==> src/rtl/ccd_vseq_pkg.sv <==
package ccd_vseq_pkg;

  typedef enum logic [2:0] {
    ST_LIVE   = 3'd0,
    ST_LEAD   = 3'd1,
    ST_EXPOSE = 3'd2,
    ST_SWEEP  = 3'd3,
    ST_READ_A = 3'd4,
    ST_READ_B = 3'd5
  } cap_st_e;

  typedef enum logic {
    MD_FRAME = 1'b0,
    MD_FAST  = 1'b1
  } rd_mode_e;

endpackage

==> src/rtl/ccd_vseq_timer.sv <==
module ccd_vseq_timer #(
  parameter int FIELD_HD = 650,
  parameter int FAST_HD  = 325,
  parameter int LINE_W   = 11
) (
  input  logic              clk,
  input  logic              rst_n,
  input  logic              hd_strobe,
  input  logic              fast_period,
  output logic [LINE_W-1:0] pos,
  output logic              period_end
);

  logic [LINE_W-1:0] pos_q, pos_d;
  logic [LINE_W-1:0] last_pos;

  always_comb begin
    last_pos   = fast_period ? LINE_W'(FAST_HD - 1) : LINE_W'(FIELD_HD - 1);
    period_end = (pos_q == last_pos);
    pos_d      = pos_q;
    if (hd_strobe) begin
      pos_d = period_end ? '0 : pos_q + 1'b1;
    end
  end

  always_ff @(posedge clk or negedge rst_n) begin
    if (!rst_n) begin
      pos_q <= '0;
    end else begin
      pos_q <= pos_d;
    end
  end

  assign pos = pos_q;

endmodule

==> src/rtl/ccd_vseq_linemap.sv <==
module ccd_vseq_linemap
  import ccd_vseq_pkg::*;
#(
  parameter int EFF_LINES = 1236,
  parameter int VBLANK    = 12,
  parameter int LINE_W    = 11
) (
  input  rd_mode_e          act_mode,
  input  logic              field_sel,
  input  logic [LINE_W-1:0] pos,
  output logic              hit,
  output logic [LINE_W-1:0] idx
);

  localparam int FLD_LINES  = EFF_LINES / 2;
  localparam int REM8       = EFF_LINES % 8;
  localparam int FAST_LINES = 2 * (EFF_LINES / 8) + ((REM8 >= 2) ? 1 : 0) + ((REM8 >= 7) ? 1 : 0);

  logic [LINE_W-1:0] k;
  logic [LINE_W-1:0] n_lines;
  logic [LINE_W-1:0] frame_idx;
  logic [LINE_W-1:0] fast_idx;

  always_comb begin
    k         = pos - LINE_W'(VBLANK);
    n_lines   = (act_mode == MD_FAST) ? LINE_W'(FAST_LINES) : LINE_W'(FLD_LINES);
    hit       = (pos >= LINE_W'(VBLANK)) && (k < n_lines);
    frame_idx = (k << 1) + LINE_W'(1) + LINE_W'(field_sel);
    fast_idx  = ((k >> 1) << 3) + (k[0] ? LINE_W'(7) : LINE_W'(2));
    idx       = hit ? ((act_mode == MD_FAST) ? fast_idx : frame_idx) : '0;
  end

endmodule

==> src/rtl/ccd_vseq_ctrl.sv <==
module ccd_vseq_ctrl
  import ccd_vseq_pkg::*;
#(
  parameter int LEAD_HD = 200
) (
  input  logic     clk,
  input  logic     rst_n,
  input  logic     hd_strobe,
  input  logic     period_end,
  input  logic     capture_req,
  input  logic     mode_sel,
  output cap_st_e  cap_st,
  output rd_mode_e act_mode,
  output logic     field_sel
);

  localparam int CW = $clog2(LEAD_HD + 1);

  cap_st_e        st_q, st_d;
  rd_mode_e       mode_q, mode_d;
  logic           fld_q, fld_d;
  logic [CW-1:0]  lead_q, lead_d;
  logic           lead_done;
  rd_mode_e       req_mode;

  always_comb begin
    req_mode  = mode_sel ? MD_FAST : MD_FRAME;
    lead_done = (lead_q >= CW'(LEAD_HD));
    st_d      = st_q;
    mode_d    = mode_q;
    fld_d     = fld_q;
    lead_d    = lead_q;

    if (hd_strobe && (st_q == ST_LEAD) && !lead_done) begin
      lead_d = lead_q + 1'b1;
    end

    if (hd_strobe && period_end) begin
      unique case (st_q)
        ST_LIVE, ST_LEAD: begin
          if ((st_q == ST_LEAD) && lead_done) begin
            st_d   = ST_EXPOSE;
            mode_d = MD_FRAME;
            fld_d  = 1'b0;
          end else begin
            mode_d = req_mode;
            fld_d  = (req_mode == MD_FRAME) && (mode_q == MD_FRAME) && !fld_q;
          end
        end
        ST_EXPOSE: begin
          st_d  = ST_SWEEP;
          fld_d = 1'b0;
        end
        ST_SWEEP: begin
          st_d  = ST_READ_A;
          fld_d = 1'b0;
        end
        ST_READ_A: begin
          st_d  = ST_READ_B;
          fld_d = 1'b1;
        end
        ST_READ_B: begin
          st_d   = ST_LIVE;
          mode_d = req_mode;
          fld_d  = 1'b0;
        end
        default: begin
          st_d   = ST_LIVE;
          mode_d = MD_FRAME;
          fld_d  = 1'b0;
        end
      endcase
    end

    if ((st_q == ST_LIVE) && capture_req) begin
      st_d   = ST_LEAD;
      lead_d = '0;
    end
  end

  always_ff @(posedge clk or negedge rst_n) begin
    if (!rst_n) begin
      st_q   <= ST_LIVE;
      mode_q <= MD_FRAME;
      fld_q  <= 1'b0;
      lead_q <= '0;
    end else begin
      st_q   <= st_d;
      mode_q <= mode_d;
      fld_q  <= fld_d;
      lead_q <= lead_d;
    end
  end

  assign cap_st    = st_q;
  assign act_mode  = mode_q;
  assign field_sel = fld_q;

endmodule

==> src/rtl/ccd_vseq.sv <==
module ccd_vseq
  import ccd_vseq_pkg::*;
#(
  parameter int EFF_LINES = 1236,
  parameter int FIELD_HD  = 650,
  parameter int VBLANK    = 12,
  parameter int LEAD_HD   = 200,
  parameter int LINE_W    = $clog2(((FIELD_HD > EFF_LINES) ? FIELD_HD : EFF_LINES) + 1)
) (
  input  logic              clk,
  input  logic              rst_n,
  input  logic              hd_strobe,
  input  logic              mode_sel,
  input  logic              capture_req,
  input  logic [LINE_W-1:0] shutter_line,
  output logic              vd,
  output logic              field_id,
  output logic              xfer_gate_a,
  output logic              xfer_gate_b,
  output logic              sweep_en,
  output logic              sub_bias_ctrl,
  output logic              sub_drain_en,
  output logic              line_valid,
  output logic              line_bad,
  output logic [LINE_W-1:0] line_idx
);

  localparam int FAST_HD = FIELD_HD / 2;

  cap_st_e           cap_st;
  rd_mode_e          act_mode;
  logic              field_sel;
  logic [LINE_W-1:0] pos;
  logic              period_end;
  logic              map_hit;
  logic [LINE_W-1:0] map_idx;

  ccd_vseq_ctrl #(
    .LEAD_HD (LEAD_HD)
  ) u_ctrl (
    .clk         (clk),
    .rst_n       (rst_n),
    .hd_strobe   (hd_strobe),
    .period_end  (period_end),
    .capture_req (capture_req),
    .mode_sel    (mode_sel),
    .cap_st      (cap_st),
    .act_mode    (act_mode),
    .field_sel   (field_sel)
  );

  ccd_vseq_timer #(
    .FIELD_HD (FIELD_HD),
    .FAST_HD  (FAST_HD),
    .LINE_W   (LINE_W)
  ) u_timer (
    .clk         (clk),
    .rst_n       (rst_n),
    .hd_strobe   (hd_strobe),
    .fast_period (act_mode == MD_FAST),
    .pos         (pos),
    .period_end  (period_end)
  );

  ccd_vseq_linemap #(
    .EFF_LINES (EFF_LINES),
    .VBLANK    (VBLANK),
    .LINE_W    (LINE_W)
  ) u_map (
    .act_mode  (act_mode),
    .field_sel (field_sel),
    .pos       (pos),
    .hit       (map_hit),
    .idx       (map_idx)
  );

  logic              live_like;
  logic              first_line;
  logic              vd_d, fld_d, ga_d, gb_d, sw_d, bias_d, drn_d, lv_d, bad_d;
  logic [LINE_W-1:0] idx_d;

  always_comb begin
    live_like  = (cap_st == ST_LIVE) || (cap_st == ST_LEAD);
    first_line = (pos == '0);
    vd_d   = first_line;
    fld_d  = field_sel;
    ga_d   = first_line && ((live_like && ((act_mode == MD_FAST) || !field_sel)) ||
                            (cap_st == ST_READ_A));
    gb_d   = first_line && ((live_like && ((act_mode == MD_FAST) || field_sel)) ||
                            (cap_st == ST_READ_B));
    sw_d   = (cap_st == ST_SWEEP);
    lv_d   = map_hit && (cap_st != ST_SWEEP);
    idx_d  = lv_d ? map_idx : '0;
    bad_d  = map_hit && (cap_st == ST_EXPOSE);
    bias_d = (cap_st == ST_LEAD) || (cap_st == ST_EXPOSE);
    drn_d  = (cap_st == ST_LIVE) && (pos < shutter_line);
  end

  always_ff @(posedge clk or negedge rst_n) begin
    if (!rst_n) begin
      vd            <= 1'b0;
      field_id      <= 1'b0;
      xfer_gate_a   <= 1'b0;
      xfer_gate_b   <= 1'b0;
      sweep_en      <= 1'b0;
      sub_bias_ctrl <= 1'b0;
      sub_drain_en  <= 1'b0;
      line_valid    <= 1'b0;
      line_bad      <= 1'b0;
      line_idx      <= '0;
    end else if (hd_strobe) begin
      vd            <= vd_d;
      field_id      <= fld_d;
      xfer_gate_a   <= ga_d;
      xfer_gate_b   <= gb_d;
      sweep_en      <= sw_d;
      sub_bias_ctrl <= bias_d;
      sub_drain_en  <= drn_d;
      line_valid    <= lv_d;
      line_bad      <= bad_d;
      line_idx      <= idx_d;
    end
  end

endmodule

==> config.mk <==
export PLATFORM = sky130hd
export DESIGN_NAME = ccd_vseq
export DESIGN_NICKNAME = d
export VERILOG_FILES = /design/src/rtl/ccd_vseq_pkg.sv /design/src/rtl/ccd_vseq_timer.sv /design/src/rtl/ccd_vseq_linemap.sv /design/src/rtl/ccd_vseq_ctrl.sv /design/src/rtl/ccd_vseq.sv
export SDC_FILE = /design/constraint.sdc
export NUM_CORES = 1
export LEC_CHECK = 0
export ABC_AREA = 1
export ABC_CLOCK_PERIOD_IN_PS = 3200
export BUFFER_PORTS_ARGS = -buffer_cell sky130_fd_sc_hd__buf_4
export CORE_ASPECT_RATIO = 1.5
export CORE_UTILIZATION = 39
export CTS_CLUSTER_SIZE = 25
export DETAILED_ROUTE_END_ITERATION = 10
export MAX_ROUTING_LAYER = met4
export SYNTH_ARGS = -nofsm -noshare
export SYNTH_HDL_FRONTEND = slang
export SYNTH_SLANG_ARGS = --single-unit
==> constraint.sdc <==
create_clock -name clk -period 3.2 [get_ports clk]
set_clock_uncertainty 0.05 [all_clocks]
set_input_delay 0.16 -clock clk [delete_from_list [all_inputs] [get_ports clk]]
set_output_delay 0.16 -clock clk [all_outputs]
set_load 0.1 [all_outputs]
Word level (Yosys, flattened, before mapping):

Index checks and enable logic that the tools add are counted.

* add/sub/neg operators: 6
* order comparisons: 4
* equal/unequal tests: 8
* multiplexer cells: 18
* bitwise operators: 3
* reductions and logical operators: 31

Operator list (number)
* 11-bit 2-to-1 mux: 4
* 11-bit by 1-bit adder with 11-bit output, second input constant: 2
* 11-bit < comparator: 2
* 10-bit 2-to-1 mux: 2
* 8-bit 2-to-1 mux: 2
* 1-bit logical AND: 15
* 3-bit 2-to-1 mux: 4
* 3-bit case mux with 4 select lines: 1
* 11-bit by 1-bit adder with 11-bit output: 1
* 11-bit adder: 1
* 11-bit == test: 1
* 11-bit by 4-bit greater-or-equal comparator with 1-bit output, second input constant: 1
* 11-bit logical NOT: 1
* 11-bit by 4-bit subtractor with 11-bit output, second input constant: 1
* 8-bit by 1-bit adder with 8-bit output, second input constant: 1
* 8-bit greater-or-equal comparator, second input constant: 1
* 3-bit by 2-bit == test with 1-bit output, second input constant: 2
* 3-bit == test, second input constant: 2
* 1-bit logical OR: 6
* 2-bit AND reduction: 2
* 2-bit nonzero test: 2
* 3-bit by 1-bit == test with 1-bit output, second input constant: 1
* 3-bit logical NOT: 1
* 1-bit 2-to-1 mux: 3
* other kinds (8): 11

* flip-flop bits (word level): 44
* input port bits: 16
* output and inout bits: 20
* logic and storage cells: 85

Logic depth before layout (Yosys ltp):

* word-level depth: 6
* mapped depth: 17
* mapped depth without buffers: 16

By module:

A second synthesis with hierarchy kept.

* cells, all modules: 508
* area, all modules: 3533.4 sq um

By module, submodules not included
* ccd_vseq: instances 1, cells each 156, area each 1196.1 sq um, seq. area each 500.5 sq um
* ccd_vseq_linemap: instances 1, cells each 146, area each 840.8 sq um, seq. area each 0.0 sq um
* ccd_vseq_ctrl: instances 1, cells each 107, area each 805.8 sq um, seq. area each 325.3 sq um
* ccd_vseq_timer: instances 1, cells each 99, area each 690.7 sq um, seq. area each 275.3 sq um

Worst setup path before layout:

OpenSTA, ideal clock, no wires.

* kind: reg-to-reg
* from: register u_ctrl.mode_q (netlist: u_ctrl.act_mode)
* to: register line_idx[8]
* library setup time: 0.068 ns
* arrival: 2.108 ns
* data required time: 3.082 ns
* path slack: 0.975 ns
* stages on the path, launching flop included: 17
* buffers on the path: 3
* period minus slack after synthesis: 2.225 ns
* path through: dfrtp_1 > buf_2 > inv_2 > clkbuf_1 > ha_1 > a21oi_1 > nand2_1 > nand2_1 > nand2_1 > nand2_1 > nand2_1 > nand2_1 > nand2_1 > nand2_2 > buf_6 > nand4_1 > nand2_1

* word-level cells in the longest chain between the ends: 5
* elaborated cells on any way between the ends: 7
* classes of those cells: 1 x order compare; 4 x mux; 2 x reduce/logical

RTL lines
* start: declaration: line ccd_vseq_ctrl.sv:20 `rd_mode_e mode_q, mode_d;`
* start signal: assignment: line ccd_vseq_ctrl.sv:89 `mode_q <= mode_d;`
* 10-bit 2-to-1 mux: line ccd_vseq_linemap.sv:26 `n_lines = (act_mode == MD_FAST) ? LINE_W'(FAST_LINES) : LINE_W'(FLD_LINES);`
* 11-bit < comparator: line ccd_vseq_linemap.sv:27 `hit = (pos >= LINE_W'(VBLANK)) && (k < n_lines);`
* 1-bit logical AND: line ccd_vseq_linemap.sv:27
* 11-bit 2-to-1 mux / 1-bit logical AND (equally long branches): line ccd_vseq_linemap.sv:30, ccd_vseq.sv:92
* 11-bit 2-to-1 mux (*): line ccd_vseq.sv:93 `idx_d = lv_d ? map_idx : '0;`
* end signal: assignment: line ccd_vseq.sv:121 `line_idx <= idx_d;`
* end: declaration: line ccd_vseq.sv:25 `output logic [LINE_W-1:0] line_idx`

Mark *: on every way between the ends. The rest lies on a longest branch, timed or not.
A chain may end at the register's enable or synchronous reset.

Worst setup path after layout:

* from: register u_timer.pos_q[2] (netlist: u_timer.pos[2])
* to: register line_idx[1]

* word-level cells in the longest chain between the ends: 5
* elaborated cells on any way between the ends: 7
* classes of those cells: 1 x add/sub; 2 x order compare; 2 x mux; 2 x reduce/logical

RTL lines
* start: declaration: line ccd_vseq_timer.sv:14 `logic [LINE_W-1:0] pos_q, pos_d;`
* start signal: assignment: line ccd_vseq_timer.sv:30 `pos_q <= pos_d;`
* 11-bit by 4-bit subtractor with 11-bit output: line ccd_vseq_linemap.sv:25 `k = pos - LINE_W'(VBLANK);`
* 11-bit < comparator: line ccd_vseq_linemap.sv:27
* 1-bit logical AND (*): line ccd_vseq_linemap.sv:27
* 11-bit 2-to-1 mux / 1-bit logical AND (equally long branches): line ccd_vseq_linemap.sv:30, ccd_vseq.sv:92
* 11-bit 2-to-1 mux (*): line ccd_vseq.sv:93

Marks and branches as above.

==> metrics.csv <==
metric,value,unit
netlist_area,3160,sq um
cts-htree-levels,2,
initial_utilization,41.0,%
clk_pin_slew,0.06,ns
vdd_ir_drop_max,0.447,mV
vias,2883,
syn_to_final_growth,15.4,%
slew_violations,0,
die_h,112,um
r2r-end,line_idx[1]$_DFFE_PN0P_,
antenna_found_initial,0,
stdcell_area,3650,sq um
drc,0,
synthesis.nets,469,
routed_wl,7660,um
cts.sinks,44,
ys.flop_type,dfrtp_1,
first_global_vias,2902,
period_share,72.8,%
clock_path_buffers,2,
cts_setup_buffers,0,
endpoint_kind,register,
synth_edf_count,0,
synth_common_cells,"110 x nand2_1, 51 x inv_1, 44 x dfrtp_1",
worst_slew_pin_slew,0.792,ns
cts_root_buf,clkbuf_16,
fmax,429,MHz
met1Wirelength,3170,um
finalNetCount,504,
grt_pass1_wl,13200,um
hold_viol_final,0,
hold_ws,0.107,ns
power_leakage,1.97,nW
dr.pass1.iters,6,
dieArea,8480,sq um
layout_min_cycle_time,2.33,ns
postRouteAntennaNets,0,
ctsHoldBuffers,1,
synth_cell_types,35,
clk_latency,0.29,ns
antennaDiodeCount,0,
setup_viol,0,
whs_path_depth,2,
powerDensity,629,nW/um^2
arrival,2.50,ns
synth_area_leaders,"dfrtp_1 35%, nand2_1 13%, ha_1 11%, inv_1 6.1%, nor2_1 4.4%",
drt_iter0_drc,124,
postSynthCellCount,426,
gp_congestion,0.878,
yosysWarnings,0,
core,7710,sq um
status,completed,
wl_per_cell,13.6,um
hold_path_class,in -> reg,
dp_hpwl,5850,um
ioPinCount,36,
top_layer_used,met4,
cts_resized,0,
multi_input_area,1780,sq um
met2_length,4080,um
nFillCells,829,
r2r_slack,0.87,ns
syn_avg_cell_area,7.42,sq um
ys_seq_area_share,34.8,%
cts_tree,yes,
wl_met3,225,um
ff2ff_path_depth,14,
grt_overflow,0,
hold-path-endpoint,u_timer.pos[0]$_DFFE_PN0P_,
cts-buffers-inserted,5,
cp.required,3.37,ns
cap_violations,0,
synth_area_leader_cell,dfrtp_1,
synth-seq-cells,44,
place_area,3490,sq um
die_w,75.5,um
critical_path_class,reg -> reg,
io_buffer_count,35,
min_from,hd_strobe,
finalSetupTns,0,ns
cp_max_fo,13,
drive_gt1_share,16.2,%
start_kind,register,
viasPerCell,5.11,
grt_max_degree,45,
yosysMostFrequentCell,nand2_1,
relSlewSlack,47.2,%
globalRouteTotalUtil,20.9,%
fp-row-count,39,
synth_top_area_share,34.8,%
async_reset_ff_share,100,%
seqCellArea,1100,sq um
grt_setup_unrepaired,no,
rr_startpoint,u_timer.pos[2]$_DFFE_PN0P_,
## placed cells by master (no fill, tap or decap), types with 2 or more instances in the layout
cell	n
nand2_1	110
nand4_1	16
nor2_4	3
ha_1	27
a31oi_1	2
xor2_1	7
nand3_1	23
inv_2	5
nand3_2	3
inv_1	51
o22ai_1	3
buf_4	37
nor2_2	4
o21ai_0	24
dfrtp_1	44
nor2_1	37
clkbuf_16	5
nor3_2	6
or2_2	2
o21ai_1	4
nor3_1	4
clkbuf_1	2
nand2_2	6
a21oi_1	24
## cell type report
cell class	count	area share [%]
repair buffers	38	7.89
clock buffers	7	3.64
inverters	56	5.77
clock inverters	1	0.240
multi-input cells	316	48.8
well taps	102	3.50
flip-flops and latches	44	30.2
## sequential cells by signal, summed over array words and instances, names as in the netlist
name and cells:
sweep_en 1, field_id 1, u_ctrl.field_sel 1, u_ctrl.act_mode 1, xfer_gate_b 1, xfer_gate_a 1, sub_bias_ctrl 1, u_timer.pos 11
line_valid 1, u_ctrl.cap_st 3, sub_drain_en 1, line_idx 11, vd 1, line_bad 1, u_ctrl.lead_q 8
## logic make-up after synthesis
group	after synthesis	share of synthesized area [%]
buf+inv	66	8.91
simple gates	220	32.8
xor+xnor	9	2.73
fa+ha+maj	27	10.7
flops	44	34.8
compound gates	60	10.0
## layer usage
metal / vias to the layer above / global-route usage [%]
met5: - / -
met4: 0 / 7.78
met3: 15 / 3.32
met2: 51 / 35.8
met1: 1354 / 24.0
li1: 1463 / -
## stage by stage
stage / setup WS (ns) / power, W / util [%] / cells
after floorplan: 0.975 / 0.00156 / - / 426
after global placement: 0.919 / 0.00178 / 45.3 / 555
after detailed placement: 0.893 / 0.00179 / 45.3 / 555
after CTS: 0.857 / 0.00232 / 47.3 / 564
after global routing: 0.656 / 0.00249 / 47.3 / 564
final: 0.871 / 0.00229 / 47.3 / 564
## where the power goes
group	switching, W	internal (W)	total [W]
registers	0.000149	0.000618	0.000766
logic	0.000682	0.000337	0.00102
clock network	0.000217	0.000292	0.000509
## worst max path at each step
stage,startpoint,endpoint,slack (ns),cells after the start
floorplan,u_ctrl.act_mode$_DFFE_PN0P_,line_idx[8]$_DFFE_PN0P_,0.97,16
detailed placement,u_timer.pos[2]$_DFFE_PN0P_,line_idx[1]$_DFFE_PN0P_,0.89,14
finish,u_timer.pos[2]$_DFFE_PN0P_,line_idx[1]$_DFFE_PN0P_,0.87,14
global route,u_timer.pos[3]$_DFFE_PN0P_,line_idx[0]$_DFFE_PN0P_,0.66,14
global placement,u_timer.pos[2]$_DFFE_PN0P_,line_idx[4]$_DFFE_PN0P_,0.92,14
CTS,u_timer.pos[2]$_DFFE_PN0P_,line_idx[1]$_DFFE_PN0P_,0.86,14
## worst max-delay path, stage by stage, from the launching register on
cell and delay [ns]:
dfrtp_1 0.53, inv_1 0.21, ha_1 0.38, ha_1 0.29, nand2_1 0.06, inv_1 0.03, nand2_1 0.05, nand2_1 0.04
nand2_1 0.05, nand2_1 0.05, nand2_1 0.05, nand2_1 0.05, nand2_2 0.18, nand4_1 0.14, nand2_1 0.09
Power figures use the tool's default switching activity.
